===== src/rtl/lam_pkg.sv =====
package lam_pkg;

    localparam int ADDR_W    = 20;
    localparam int CFG_W     = 8;
    localparam int NUM_REGS  = 7;
    localparam int NUM_FLDS  = 2 * NUM_REGS;
    localparam int FIDX_W    = $clog2(NUM_FLDS);
    localparam logic [CFG_W-1:0] REG_BASE = 8'h59;

    localparam int SEG_SHIFT   = 14;
    localparam int SMALL_SEGS  = 12;
    localparam logic [ADDR_W-1:0] DEC_BASE  = 20'hC0000;
    localparam logic [ADDR_W-1:0] SMALL_TOP = DEC_BASE + ADDR_W'(SMALL_SEGS << SEG_SHIFT);
    localparam logic [FIDX_W-1:0] TOP_FIELD   = FIDX_W'(1);
    localparam logic [FIDX_W-1:0] SMALL_FIELD = FIDX_W'(2);

    typedef enum logic [1:0] {
        ROUTE_NONE = 2'd0,
        ROUTE_MEM  = 2'd1,
        ROUTE_FWD  = 2'd2
    } route_e;

    typedef struct packed {
        logic              hit;
        logic [FIDX_W-1:0] fidx;
    } seg_sel_t;

    function automatic logic [CFG_W-1:0] pack_reg(input logic we_hi, input logic re_hi,
                                                  input logic we_lo, input logic re_lo);
        return {2'b00, we_hi, re_hi, 2'b00, we_lo, re_lo};
    endfunction

endpackage


===== src/rtl/lam_attr_regs.sv =====
module lam_attr_regs
    import lam_pkg::*;
(
    input  logic                 clk,
    input  logic                 rst,
    input  logic                 cfg_wr,
    input  logic [CFG_W-1:0]     cfg_addr,
    input  logic [CFG_W-1:0]     cfg_wdata,
    output logic [CFG_W-1:0]     cfg_rdata,
    output logic [NUM_FLDS-1:0]  re_vec,
    output logic [NUM_FLDS-1:0]  we_vec
);

    for (genvar r = 0; r < NUM_REGS; r++) begin : g_reg
        localparam logic [CFG_W-1:0] MY_OFF = REG_BASE + CFG_W'(r);
        logic sel_w;
        assign sel_w = cfg_wr && (cfg_addr == MY_OFF);

        for (genvar h = 0; h < 2; h++) begin : g_nib
            localparam int F = 2 * r + h;
            if (F == 0) begin : g_unused
                assign re_vec[F] = 1'b0;
                assign we_vec[F] = 1'b0;
            end else begin : g_fld
                logic re_q, we_q;
                always_ff @(posedge clk) begin
                    if (rst) begin
                        re_q <= 1'b0;
                        we_q <= 1'b0;
                    end else if (sel_w) begin
                        re_q <= cfg_wdata[4*h];
                        we_q <= cfg_wdata[4*h+1];
                    end
                end
                assign re_vec[F] = re_q;
                assign we_vec[F] = we_q;
            end
        end
    end

    always_comb begin
        cfg_rdata = '0;
        for (int r = 0; r < NUM_REGS; r++) begin
            if (cfg_addr == REG_BASE + CFG_W'(r))
                cfg_rdata = pack_reg(we_vec[2*r+1], re_vec[2*r+1], we_vec[2*r], re_vec[2*r]);
        end
    end

    p_rsvd_zero_r3: assert property (@(posedge clk) disable iff (rst)
        (cfg_rdata & 8'hCC) == 8'h00);

    p_unused_low_r3: assert property (@(posedge clk) disable iff (rst)
        (cfg_addr == REG_BASE) |-> (cfg_rdata[3:0] == 4'h0));

    p_bad_offset_r2: assert property (@(posedge clk) disable iff (rst)
        ((cfg_addr < REG_BASE) || (cfg_addr >= REG_BASE + CFG_W'(NUM_REGS)))
        |-> (cfg_rdata == 8'h00));

    p_reset_clear_r1: assert property (@(posedge clk)
        $past(rst) |-> (re_vec == '0 && we_vec == '0));

endmodule


===== src/rtl/lam_seg_decode.sv =====
module lam_seg_decode
    import lam_pkg::*;
(
    input  logic [ADDR_W-1:0] addr,
    output seg_sel_t          sel
);

    logic [ADDR_W-1:0] off;

    always_comb begin
        off = addr - DEC_BASE;
        sel.hit  = (addr >= DEC_BASE);
        if (addr >= SMALL_TOP)
            sel.fidx = TOP_FIELD;
        else
            sel.fidx = SMALL_FIELD + FIDX_W'(off >> SEG_SHIFT);
        if (!sel.hit)
            sel.fidx = '0;
    end

endmodule


===== src/rtl/lam_route_core.sv =====
module lam_route_core
    import lam_pkg::*;
(
    input  logic                clk,
    input  logic                rst,
    input  logic                req_valid,
    input  logic                req_write,
    input  seg_sel_t            sel,
    input  logic [NUM_FLDS-1:0] re_vec,
    input  logic [NUM_FLDS-1:0] we_vec,
    output logic                rsp_valid,
    output route_e              rsp_route
);

    route_e next_route;
    logic   en_bit;

    always_comb begin
        en_bit = req_write ? we_vec[sel.fidx] : re_vec[sel.fidx];
        if (!sel.hit)
            next_route = ROUTE_NONE;
        else if (en_bit)
            next_route = ROUTE_MEM;
        else
            next_route = ROUTE_FWD;
    end

    always_ff @(posedge clk) begin
        if (rst) begin
            rsp_valid <= 1'b0;
            rsp_route <= ROUTE_NONE;
        end else begin
            rsp_valid <= req_valid;
            rsp_route <= req_valid ? next_route : ROUTE_NONE;
        end
    end

    p_valid_follow_r9: assert property (@(posedge clk) disable iff (rst)
        rsp_valid == $past(req_valid));

    p_idle_none_r9: assert property (@(posedge clk) disable iff (rst)
        !rsp_valid |-> (rsp_route == ROUTE_NONE));

    p_claim_needs_hit_r8: assert property (@(posedge clk) disable iff (rst)
        (req_valid && !sel.hit) |=> (rsp_route == ROUTE_NONE));

    p_reset_quiet_r1: assert property (@(posedge clk)
        $past(rst) |-> !rsp_valid);

endmodule


===== src/rtl/lam_router.sv =====
module lam_router
    import lam_pkg::*;
(
    input  logic        clk,
    input  logic        rst,
    input  logic        cfg_wr,
    input  logic [7:0]  cfg_addr,
    input  logic [7:0]  cfg_wdata,
    output logic [7:0]  cfg_rdata,
    input  logic        req_valid,
    input  logic        req_write,
    input  logic [19:0] req_addr,
    output logic        rsp_valid,
    output logic [1:0]  rsp_route
);

    logic [NUM_FLDS-1:0] re_vec;
    logic [NUM_FLDS-1:0] we_vec;
    seg_sel_t            sel;
    route_e              route_q;

    lam_attr_regs u_regs (
        .clk       (clk),
        .rst       (rst),
        .cfg_wr    (cfg_wr),
        .cfg_addr  (cfg_addr),
        .cfg_wdata (cfg_wdata),
        .cfg_rdata (cfg_rdata),
        .re_vec    (re_vec),
        .we_vec    (we_vec)
    );

    lam_seg_decode u_dec (
        .addr (req_addr),
        .sel  (sel)
    );

    lam_route_core u_core (
        .clk       (clk),
        .rst       (rst),
        .req_valid (req_valid),
        .req_write (req_write),
        .sel       (sel),
        .re_vec    (re_vec),
        .we_vec    (we_vec),
        .rsp_valid (rsp_valid),
        .rsp_route (route_q)
    );

    assign rsp_route = route_q;

    p_low_addr_none_r8: assert property (@(posedge clk) disable iff (rst)
        (req_valid && req_addr < 20'hC0000) |=> (rsp_valid && rsp_route == 2'd0));

    p_route_code_legal_r9: assert property (@(posedge clk) disable iff (rst)
        rsp_route != 2'd3);

endmodule


===== config.mk =====
export PLATFORM = sky130hd
export DESIGN_NAME = lam_router
export DESIGN_NICKNAME = d
export VERILOG_FILES = /design/src/rtl/lam_pkg.sv /design/src/rtl/lam_attr_regs.sv /design/src/rtl/lam_seg_decode.sv /design/src/rtl/lam_route_core.sv /design/src/rtl/lam_router.sv
export SDC_FILE = /design/constraint.sdc
export NUM_CORES = 1
export LEC_CHECK = 0
export CELL_PAD_IN_SITES_DETAIL_PLACEMENT = 1
export CELL_PAD_IN_SITES_GLOBAL_PLACEMENT = 1
export CORE_ASPECT_RATIO = 1.25
export CORE_MARGIN = 2
export CORE_UTILIZATION = 36
export CTS_BUF_LIST = sky130_fd_sc_hd__clkbuf_16
export DETAILED_ROUTE_END_ITERATION = 8
export DONT_BUFFER_PORTS = 1
export PLACE_DENSITY_LB_ADDON = 0.2
export SLEW_MARGIN = 20
export SYNTH_ARGS = -nofsm -noshare
export SYNTH_HDL_FRONTEND = slang
export SYNTH_SLANG_ARGS = --single-unit

===== constraint.sdc =====
create_clock -name clk -period 4.4 [get_ports clk]
set_clock_uncertainty 0.15 [all_clocks]
set_input_delay 0.22 -clock clk [delete_from_list [all_inputs] [get_ports clk]]
set_output_delay 0.22 -clock clk [all_outputs]
set_load 0.02 [all_outputs]

==> impl_results.md, run 1 <==
* Congestion Overflow GR at 0
* R2r setup slk at 2.59 ns
* Final hold viol count at 0
* Area delta synth->final at 11.7%
* GP Congestion at 0.835
* Max H-tree Level at 2
* Asr flop ratio synth at 0
* Core area at 4760 sq um
* Sequential share of the synthesized area at 0.323
* Port Buffer Count at 0
* I/O pin total at 52
* Logic gate share of total power at 0.088
* Most common cell in the synthesized netlist: dfxtp_1
* Nets at 258
* Final setup TNS at 0 ns
* Number of diodes at 0
* Root Driver: clkbuf_16
* Netlist Area Pre-Place at 1800 sq um
* Pre-CTS WS at 2.33 ns
* Share of layout cells above drive strength 1 at 0.120
* Synth Register Bits at 29
* Commonest cells post-synth: dfxtp_1 (29), nor2_1 (26), mux2i_1 (22)
* DR pass1 iterations at 4
* TritonCTS Buffers at 5
* Reg2Reg Depth at 6
* Post-Synthesis Cells at 214
* Placed wire-length estimate at 3.96 mm
* Max rail drop VDD at 0.186 mV
* Reg power frac at 0.425
* DR iter-0 viols at 67
* Synth top area share at 0.323
* Crit Path Class: input port to register
* WL final at 5.36 mm
* Worst slew pin tran at 0.994 ns
* Initial core utilization at 0.377
* Top cell type by total area after synthesis: dfxtp_1
* Data required, critical path at 4.41 ns
* Initial antenna violation count at 0
* Final setup violation count at 0
* Die height at 83.0 um
* Largest net degree at the start of global routing at 28
* Fmax at 486 MHz
* First-pass GRT wire length at 8.65 mm
* DR WL/cell at 19.4 um
* Hold WC Path Type: input port to register
* Total track usage at 0.208
* Switch Pwr at 141 uW
* Clock tree buffer depth at 2
* Startpoint Class: input port
* Via count at 1598
* Synth Flop Type: dfxtp_1
* Min cycle time layout at 2.06 ns
* Mean post-synth cell area at 8.39 sq um
* CTS tree: yes
* Int Power at 485 uW
* Vias/cell at 5.79
* Top cells by area, synth: dfxtp_1 (32%), mux2i_1 (12%), nor2_1 (5.4%)
* Switching Share at 0.225
* Crit path capture type: register
* Clk sinks at 29
* DRC viols at 0
* Post-CTS Resized at 0
* DIE WIDTH at 67.2 um
* Skew-Pair Late Insertion Delay at 0.27 ns
* Clock power share at 0.487
* P per Cell Area at 312 nW/um^2
* Cell variety after synth at 50
* EDFF count, synth at 0
* Rows at 28
* Slew HR at 0.335
* Worst Slack Setup Final at 2.34 ns
* Critical Path AT at 2.06 ns
* Status: complete, no violations
* Reg clk slew, reported paths at 0.05 ns
* DRT antenna net count at 0
* RSZ-0062 raised after global routing: false
* Die area at 5570 sq um
* Number of max-cap violations at 0
* Crit Path Max Fanout at 27
* Final period util at 0.468
* Number of global-route vias before repair at 1711
* Lkg Pwr at 0.000749 uW
* Synth Warn # at 0
* Hold depth at 3
* Slew Limit Fails at 0
## cells in the final DEF, fill, tap and decap left out, drive strengths merged, types with 5 or more instances in the layout
| cell type | instances |
|---|---|
| nor2 | 27 |
| dlygate4sd3 | 7 |
| inv | 6 |
| nor2b | 6 |
| clkbuf | 5 |
| nand2 | 22 |
| dfxtp | 29 |
| o21ai | 9 |
| mux2i | 22 |
| mux2 | 6 |
| a21oi | 17 |
| nand3 | 8 |
## registers in the layout (all words and copies together), names as in the netlist
signal                     flops
u_core.rsp_valid               1
u_regs.g.g_nib.g_fld.re_q     13
u_core.rsp_route               2
u_regs.g.g_nib.g_fld.we_q     13
## worst max-delay path, stage by stage
cell and delay (ns):
dlygate4sd3_1 1.19, a21oi_1 0.06, dlygate4sd3_1 0.60
## kinds of logic after synthesis
logic type	Yosys count	synth area share
AND/OR/NAND/NOR	84	0.243
AO/OA/AOI/OAI	51	0.210
flip-flops	29	0.323
multiplexers	28	0.160
buffers and inverters	20	0.0544
adder cells (fa/ha/maj)	1	0.00697
other	1	0.00209
## final cells by class
cell class | count | area [sq um]
multi-input cells | 168 | 1130
repair buffers | 7 | 70.1
clock inverters | 2 | 7.51
clock buffers | 5 | 125
fillers | 580 | 2760
inverters | 5 | 18.8
flip-flops and latches | 29 | 581
well taps | 60 | 75.1
## metrics by stage
stage          instance area, sq um  power [uW]  instances  utilization  hold WS [ns]
5_1_grt                        2010         653        276        0.421        0.0541
3_5_place_dp                   1800         314        262        0.378         0.144
4_1_cts                        2010         634        276        0.421        0.0455
2_1_floorplan                  1810         318        217            -         0.206
6_report                       2010         626        276        0.421        0.0520
3_3_place_gp                   1800         313        262        0.378         0.146
## timing repair
item	in CTS	in global routing
hold buffers	7	0
hold endpoints to repair	27	0
buffers inserted	0	0
## final timing paths
kind,startpoint,endpoint
worst min-delay path,cfg_addr[2],u_regs.g_reg[1].g_nib[0].g_fld.re_q$_SDFFE_PP0P_
worst max-delay path,rst,u_regs.g_reg[4].g_nib[0].g_fld.re_q$_SDFFE_PP0P_
worst max register to register,u_regs.g_reg[1].g_nib[1].g_fld.we_q$_SDFFE_PP0P_,u_core.rsp_route[0]$_SDFF_PP0_
worst min register to register,u_regs.g_reg[1].g_nib[1].g_fld.we_q$_SDFFE_PP0P_,u_regs.g_reg[1].g_nib[1].g_fld.we_q$_SDFFE_PP0P_
## layer usage
layer	part of all wire	vias up	global-route usage
met1	0.40	781	0.233
met5	0	-	0
li1	-	768	-
met3	0.050	9	0.0556
met4	0.018	0	0.0631
met2	0.53	40	0.370
## power by group through the flow
| stage | logic [uW] | clock network, uW | registers [uW] |
|---|---|---|---|
| finish | 55.1 | 305 | 266 |
| global route | 60.0 | 327 | 266 |
| CTS | 55.0 | 313 | 266 |
| detailed placement | 42.4 | 0 | 271 |
| global placement | 41.5 | 0 | 271 |
| floorplan | 46.9 | 0 | 271 |
No activity file was read; power rests on OpenSTA's default activity.
==> run 2: changes to the inputs <==
- clock period: 4.4 -> 2.1 ns (I/O delays scaled with it)
==> impl_results.md, run 2 (synthesized netlist as in run 1, its figures left out) <==
* Status: complete, no violations (unchanged)
* Clock power share at 0.487 (about the same)
* Number of buffers and inverters on the critical path at 1 (was 2)
* Final hold viol count at 0 (unchanged)
* Vias/cell at 5.85 (was 5.79)
* DR iter-0 viols at 90 (was 67)
* Via count at 1655 (was 1598)
* Share of layout cells above drive strength 1 at 0.135 (was 0.120)
* Clk sinks at 29 (unchanged)
* Hold Crit Start: req_write (was cfg_addr[2])
* Reg clk slew, reported paths at 0.05 ns (about the same)
* I/O pin total at 52 (unchanged)
* Die height at 83.0 um (unchanged)
* Core area at 4760 sq um (unchanged)
* Number of diodes at 0 (unchanged)
* Number of max-cap violations at 0 (unchanged)
* Congestion Overflow GR at 0 (unchanged)
* Largest registers: u_regs.g.g_nib.g_fld.re_q (13), u_regs.g.g_nib.g_fld.we_q (13), u_core.rsp_route (2) (unchanged)
* Initial core utilization at 0.377 (unchanged)
* Register area at 581 sq um (unchanged)
* Min cycle time layout at 1.82 ns
* CTS tree: yes (unchanged)
* TritonCTS Buffers at 5 (unchanged)
* Number of global-route vias before repair at 1774 (was 1711)
* Largest net degree at the start of global routing at 28 (unchanged)
* Reg2Reg Depth at 6 (unchanged)
* Hold Path End: u_core.rsp_route[1]$_SDFF_PP0_ (was u_regs.g_reg[1].g_nib[0].g_fld.re_q$_SDFFE_PP0P_)
* First-pass GRT wire length at 9.05 mm (was 8.65 mm)
* Cell family with most CP delay: simple AND/OR/NAND/NOR gates (was buffers and inverters)
* Worst r2r dst: u_core.rsp_route[0]$_SDFF_PP0_ (unchanged)
* Nets at 265 (was 258)
* Critical Path AT at 1.88 ns (was 2.06 ns)
* Reg power frac at 0.419 (was 0.425)
* R2r setup slk at 0.29 ns (was 2.59 ns)
* Crit Path Max Fanout at 7 (was 27)
* Max rail drop VDD at 0.525 mV (was 0.186 mV)
* DR pass1 iterations at 4 (unchanged)
* Clock tree buffer depth at 2 (unchanged)
* Final setup violation count at 0 (unchanged)
* Skew-Pair Late Insertion Delay at 0.27 ns (about the same)
* Worst slew pin tran at 1.00 ns (was 0.994 ns)
* Multi-input gate area at 1130 sq um (unchanged)
* Placed wire-length estimate at 4.06 mm (was 3.96 mm)
* Int Power at 1020 uW (was 485 uW)
* Startpoint Class: input port (unchanged)
* GP Congestion at 0.821 (was 0.835)
* Hold WC Path Type: input port to register (unchanged)
* Area delta synth->final at 15.2% (was 11.7%)
* DRC viols at 0 (unchanged)
* Final period util at 0.865
* Switch Pwr at 307 uW (was 141 uW)
* Fill count at 588 (was 580)
* Slew Limit Fails at 0 (unchanged)
* Logic gate share of total power at 0.095 (was 0.088)
* DRT antenna net count at 0 (unchanged)
* Switching Share at 0.230 (was 0.225)
* Postcts setup bufs at 0 (unchanged)
* Rows at 28 (unchanged)
* Port Buffer Count at 0 (unchanged)
* Die area at 5570 sq um (unchanged)
* CP max stage delay at 0.57 ns (was 1.19 ns)
* Slew HR at 0.332 (was 0.335)
* Reg2Reg Launch Point: u_regs.g_reg[1].g_nib[0].g_fld.we_q$_SDFFE_PP0P_ (was u_regs.g_reg[1].g_nib[1].g_fld.we_q$_SDFFE_PP0P_)
* Most frequent cells in the layout: dfxtp_1 (29), nor2_1 (26), mux2i_1 (22) (unchanged)
* RSZ-0062 raised after global routing: false (unchanged)
* Final setup TNS at 0 ns (unchanged)
* Tot Pwr at 1330 uW (was 626 uW)
* Commonest non-fill, non-tap cell in the layout: dfxtp_1 (unchanged)
* Lkg Pwr at 0.000793 uW (was 0.000749 uW)
* Cell Chain, Critical Path: nor2b_1 > and3_1 > nand3_1 > nor2_1 > nand2_1 > a21oi_1 > dlygate4sd3_1 (was dlygate4sd3_1 > a21oi_1 > dlygate4sd3_1)
* Initial antenna violation count at 0 (unchanged)
* Max H-tree Level at 2 (unchanged)
* Total track usage at 0.217 (was 0.208)
* DIE WIDTH at 67.2 um (unchanged)
* WL final at 5.49 mm (was 5.36 mm)
* Crit path capture type: register (unchanged)
* Crit Path Class: input port to register (unchanged)
* Hold depth at 3 (unchanged)
* Data required, critical path at 2.17 ns (was 4.41 ns)
* Root Driver: clkbuf_16 (unchanged)
* DR WL/cell at 19.4 um (about the same)
* Fmax at 550 MHz
* P per Cell Area at 644 nW/um^2 (was 312 nW/um^2)
* Worst path slowest cell: dlygate4sd3_1 (unchanged)
[run 2: changes by cell type in the layout (fill, tap and decap cells not counted)]
cell,delta
dlygate4sd3_1,+2
dlymetal6s4s_1,+1
buf_4,+4
[run 2: worst reg2reg max path, stage by stage, from the launching register on]
cell	delay [ns]
dfxtp_1	0.33
mux2i_1	0.16
nor4_1	0.08
o311ai_2	0.32
o41ai_1	0.14
a221o_1	0.34
o21ba_1	0.19
[run 2: area by class of cell]
type,instances,area share
flip-flops and latches,29,0.281
inverters,5,0.00907
clock buffers,5,0.0605
well taps,60,0.0363
clock inverters,2,0.00363
multi-input cells,168,0.546
repair buffers,14,0.0641
[run 2: worst max-delay path by stage]
stage	startpoint	end	slack, ns	cells after the start
floorplan	req_addr[15]	u_core.rsp_route[0]$_SDFF_PP0_	0.30	6
global placement	req_addr[15]	u_core.rsp_route[0]$_SDFF_PP0_	0.26	6
detailed placement	cfg_addr[3]	u_regs.g_reg[5].g_nib[1].g_fld.re_q$_SDFFE_PP0P_	0.20	6
CTS	rst	u_regs.g_reg[4].g_nib[0].g_fld.we_q$_SDFFE_PP0P_	0.14	3
global route	cfg_addr[4]	u_regs.g_reg[4].g_nib[0].g_fld.we_q$_SDFFE_PP0P_	0.09	7
finish	cfg_addr[3]	u_regs.g_reg[4].g_nib[0].g_fld.we_q$_SDFFE_PP0P_	0.28	7
[run 2: metrics by stage]
stage | setup slack (ns) | hold slack (ns) | util | area [sq um] | std cells
floorplan | 0.298 | 0.0910 | - | 1810 | 217
global placement | 0.256 | 0.0301 | 0.385 | 1830 | 266
detailed placement | 0.199 | 0.0303 | 0.385 | 1830 | 266
CTS | 0.141 | 0.0309 | 0.434 | 2070 | 283
global route | 0.0874 | 0.0372 | 0.434 | 2070 | 283
finish | 0.283 | 0.0253 | 0.434 | 2070 | 283
[run 2: power by group through the flow]
stage / logic, uW / clock network, uW / registers [uW]
after floorplan: 98.3 / 0 / 568
final: 126 / 648 / 558
after global placement: 90.3 / 0 / 568
after detailed placement: 92.8 / 0 / 568
after global routing: 137 / 692 / 557
after CTS: 125 / 661 / 557
[run 2: repair_timing]
item / in CTS / in global routing
hold endpoints to repair: 29 / 0
setup endpoints to repair: 0 / 1
resized for setup: 0 / 1
hold buffers: 10 / 0
[run 2: metal layers]
metal | track usage | vias to the layer above | wire [um]
li1 | - | 790 | -
met1 | 0.248 | 802 | 2190
met2 | 0.372 | 52 | 2890
met3 | 0.0515 | 11 | 273
met4 | 0.0965 | 0 | 142
met5 | 0 | - | 0
==> run 3: changes to the inputs <==
- CORE_UTILIZATION: 36 -> 45
==> impl_results.md, run 3 (synthesized netlist as in run 1, its figures left out) <==
* Status: complete, no violations (unchanged)
* Reg clk slew, reported paths at 0.05 ns (about the same)
* DRT antenna net count at 0 (unchanged)
* TritonCTS Buffers at 5 (unchanged)
* I/O pin total at 52 (unchanged)
* Worst r2r dst: u_core.rsp_route[0]$_SDFF_PP0_ (unchanged)
* DR iter-0 viols at 37 (was 90)
* Cell Chain, Critical Path: dlygate4sd3_1 > a21oi_1 > dlygate4sd3_1 (was nor2b_1 > and3_1 > nand3_1 > nor2_1 > nand2_1 > a21oi_1 > dlygate4sd3_1)
* DIE WIDTH at 60.5 um (was 67.2 um)
* First-pass GRT wire length at 9.18 mm (was 9.05 mm)
* Worst slew pin tran at 0.998 ns (was 1.00 ns)
* Data required, critical path at 2.11 ns (was 2.17 ns)
* Max rail drop VDD at 0.406 mV (was 0.525 mV)
* Number of max-cap violations at 0 (unchanged)
* Die area at 4510 sq um (was 5570 sq um)
* Fmax at 506 MHz (was 550 MHz)
* Critical Path AT at 1.98 ns (was 1.88 ns)
* Root Driver: clkbuf_16 (unchanged)
* Final hold viol count at 0 (unchanged)
* Final setup violation count at 0 (unchanged)
* Area delta synth->final at 17.6% (was 15.2%)
* Clock tree buffer depth at 2 (unchanged)
* WHS at 0.0125 ns (was 0.0253 ns)
* Initial antenna violation count at 0 (unchanged)
* Reg2Reg Depth at 6 (unchanged)
* Commonest non-fill, non-tap cell in the layout: dfxtp_1 (unchanged)
* GP Congestion at 0.885 (was 0.821)
* Share of layout cells above drive strength 1 at 0.140 (was 0.135)
* Total track usage at 0.279 (was 0.217)
* DR WL/cell at 20.9 um (was 19.4 um)
* Min cycle time layout at 1.98 ns (was 1.82 ns)
* R2r setup slk at 0.27 ns (was 0.29 ns)
* Final setup TNS at 0 ns (unchanged)
* Critical Path End: u_regs.g_reg[4].g_nib[0].g_fld.we_q$_SDFFE_PP0P_ (unchanged)
* Slew Limit Fails at 0 (unchanged)
* Non-Filler Instances at 282 (was 283)
* CP max stage delay at 1.19 ns (was 0.57 ns)
* Initial core utilization at 0.470 (was 0.377)
* Die height at 74.6 um (was 83.0 um)
* End-of-flow core utilization at 0.553 (was 0.434)
* Nets at 269 (was 265)
* Largest net degree at the start of global routing at 28 (unchanged)
* Reg2Reg Launch Point: u_regs.g_reg[1].g_nib[1].g_fld.we_q$_SDFFE_PP0P_ (was u_regs.g_reg[1].g_nib[0].g_fld.we_q$_SDFFE_PP0P_)
* Rows at 25 (was 28)
* Hold WC Path Type: input port to register (unchanged)
* Number of global-route vias before repair at 1897 (was 1774)
* Fill count at 473 (was 588)
* DP Cell Count at 258 (was 266)
* WL final at 5.88 mm (was 5.49 mm)
* Startpoint Class: input port (unchanged)
* Lkg Pwr at 0.000810 uW (was 0.000793 uW)
* Congestion Overflow GR at 0 (unchanged)
* Vias/cell at 6.11 (was 5.85)
* P per Cell Area at 637 nW/um^2 (was 644 nW/um^2)
* Largest registers: u_regs.g.g_nib.g_fld.re_q (13), u_regs.g.g_nib.g_fld.we_q (13), u_core.rsp_route (2) (unchanged)
* Slew HR at 0.332 (about the same)
* Number of diodes at 0 (unchanged)
* DR pass1 iterations at 4 (unchanged)
* Most frequent cells in the layout: dfxtp_1 (29), nor2_1 (26), mux2i_1 (22) (unchanged)
* Hold Crit Start: req_write (unchanged)
* DRC viols at 0 (unchanged)
* Crit Path Max Fanout at 27 (was 7)
* Clk sinks at 29 (unchanged)
* Via count at 1724 (was 1655)
* Crit Path Class: input port to register (unchanged)
* Crit path capture type: register (unchanged)
* Placed wire-length estimate at 4.14 mm (was 4.06 mm)
* Port Buffer Count at 0 (unchanged)
* Most frequent cell on the critical path: dlygate4sd3_1
* Final period util at 0.942 (was 0.865)
* CTS tree: yes (unchanged)
* Critical Path Source: rst (was cfg_addr[3])
* RSZ-0062 raised after global routing: false (unchanged)
* Max H-tree Level at 2 (unchanged)
* Core area at 3820 sq um (was 4760 sq um)
* Skew-Pair Late Insertion Delay at 0.27 ns (about the same)
* Worst path slowest cell: dlygate4sd3_1 (unchanged)
[run 3: how the worst min path moves through the flow]
stage / cells past startpoint / end / slack (ns)
2_1_floorplan: 2 / u_regs.g_reg[4].g_nib[0].g_fld.re_q$_SDFFE_PP0P_ / 0.09
3_3_place_gp: 1 / u_regs.g_reg[4].g_nib[0].g_fld.we_q$_SDFFE_PP0P_ / 0.03
3_5_place_dp: 1 / u_regs.g_reg[4].g_nib[0].g_fld.we_q$_SDFFE_PP0P_ / 0.03
4_1_cts: 3 / u_regs.g_reg[1].g_nib[1].g_fld.we_q$_SDFFE_PP0P_ / 0.007
5_1_grt: 3 / u_regs.g_reg[1].g_nib[1].g_fld.we_q$_SDFFE_PP0P_ / 0.03
6_report: 3 / u_core.rsp_route[1]$_SDFF_PP0_ / 0.01
[run 3: through the flow]
stage                     total power (uW)  setup WS [ns]  instance area, sq um
after floorplan                        666          0.298                  1810
after global placement                 658          0.276                  1810
after detailed placement               660          0.257                  1810
after CTS                             1340         0.0484                  2080
after global routing                  1380         0.0148                  2110
final                                 1340          0.123                  2110
[run 3: area by class of cell]
type	count	area, sq um	area share
multi-input cells	168	1140	0.540
flip-flops and latches	29	581	0.275
repair buffers	18	168	0.0794
clock buffers	5	125	0.0593
well taps	54	67.6	0.0320
inverters	5	18.8	0.00889
clock inverters	3	11.3	0.00533
[run 3: timing repair]
action                                  in CTS  in global routing
buffers inserted                             0                  3
hold endpoints to repair                    29                  0
endpoints found under the setup margin       0                  1
gates resized for setup                      0                  2
hold buffers                                13                  0
[run 3: power breakdown]
part	internal, uW	switching (uW)
Clock	424	234
Sequential	554	3.33
Combinational	49.2	80.3
[run 3: layer usage]
layer	GRT usage	part of all wire	vias up
met4	0.126	0.038	0
met3	0.0515	0.052	21
met1	0.314	0.39	834
met5	0	0	-
met2	0.506	0.52	72
li1	-	-	797
[run 3: worst max-delay path: cells and delay by family]
family | cells | cell delay [ns]
AO/OA/AOI/OAI | 1 | 0.08
buffers and inverters | 2 | 1.79
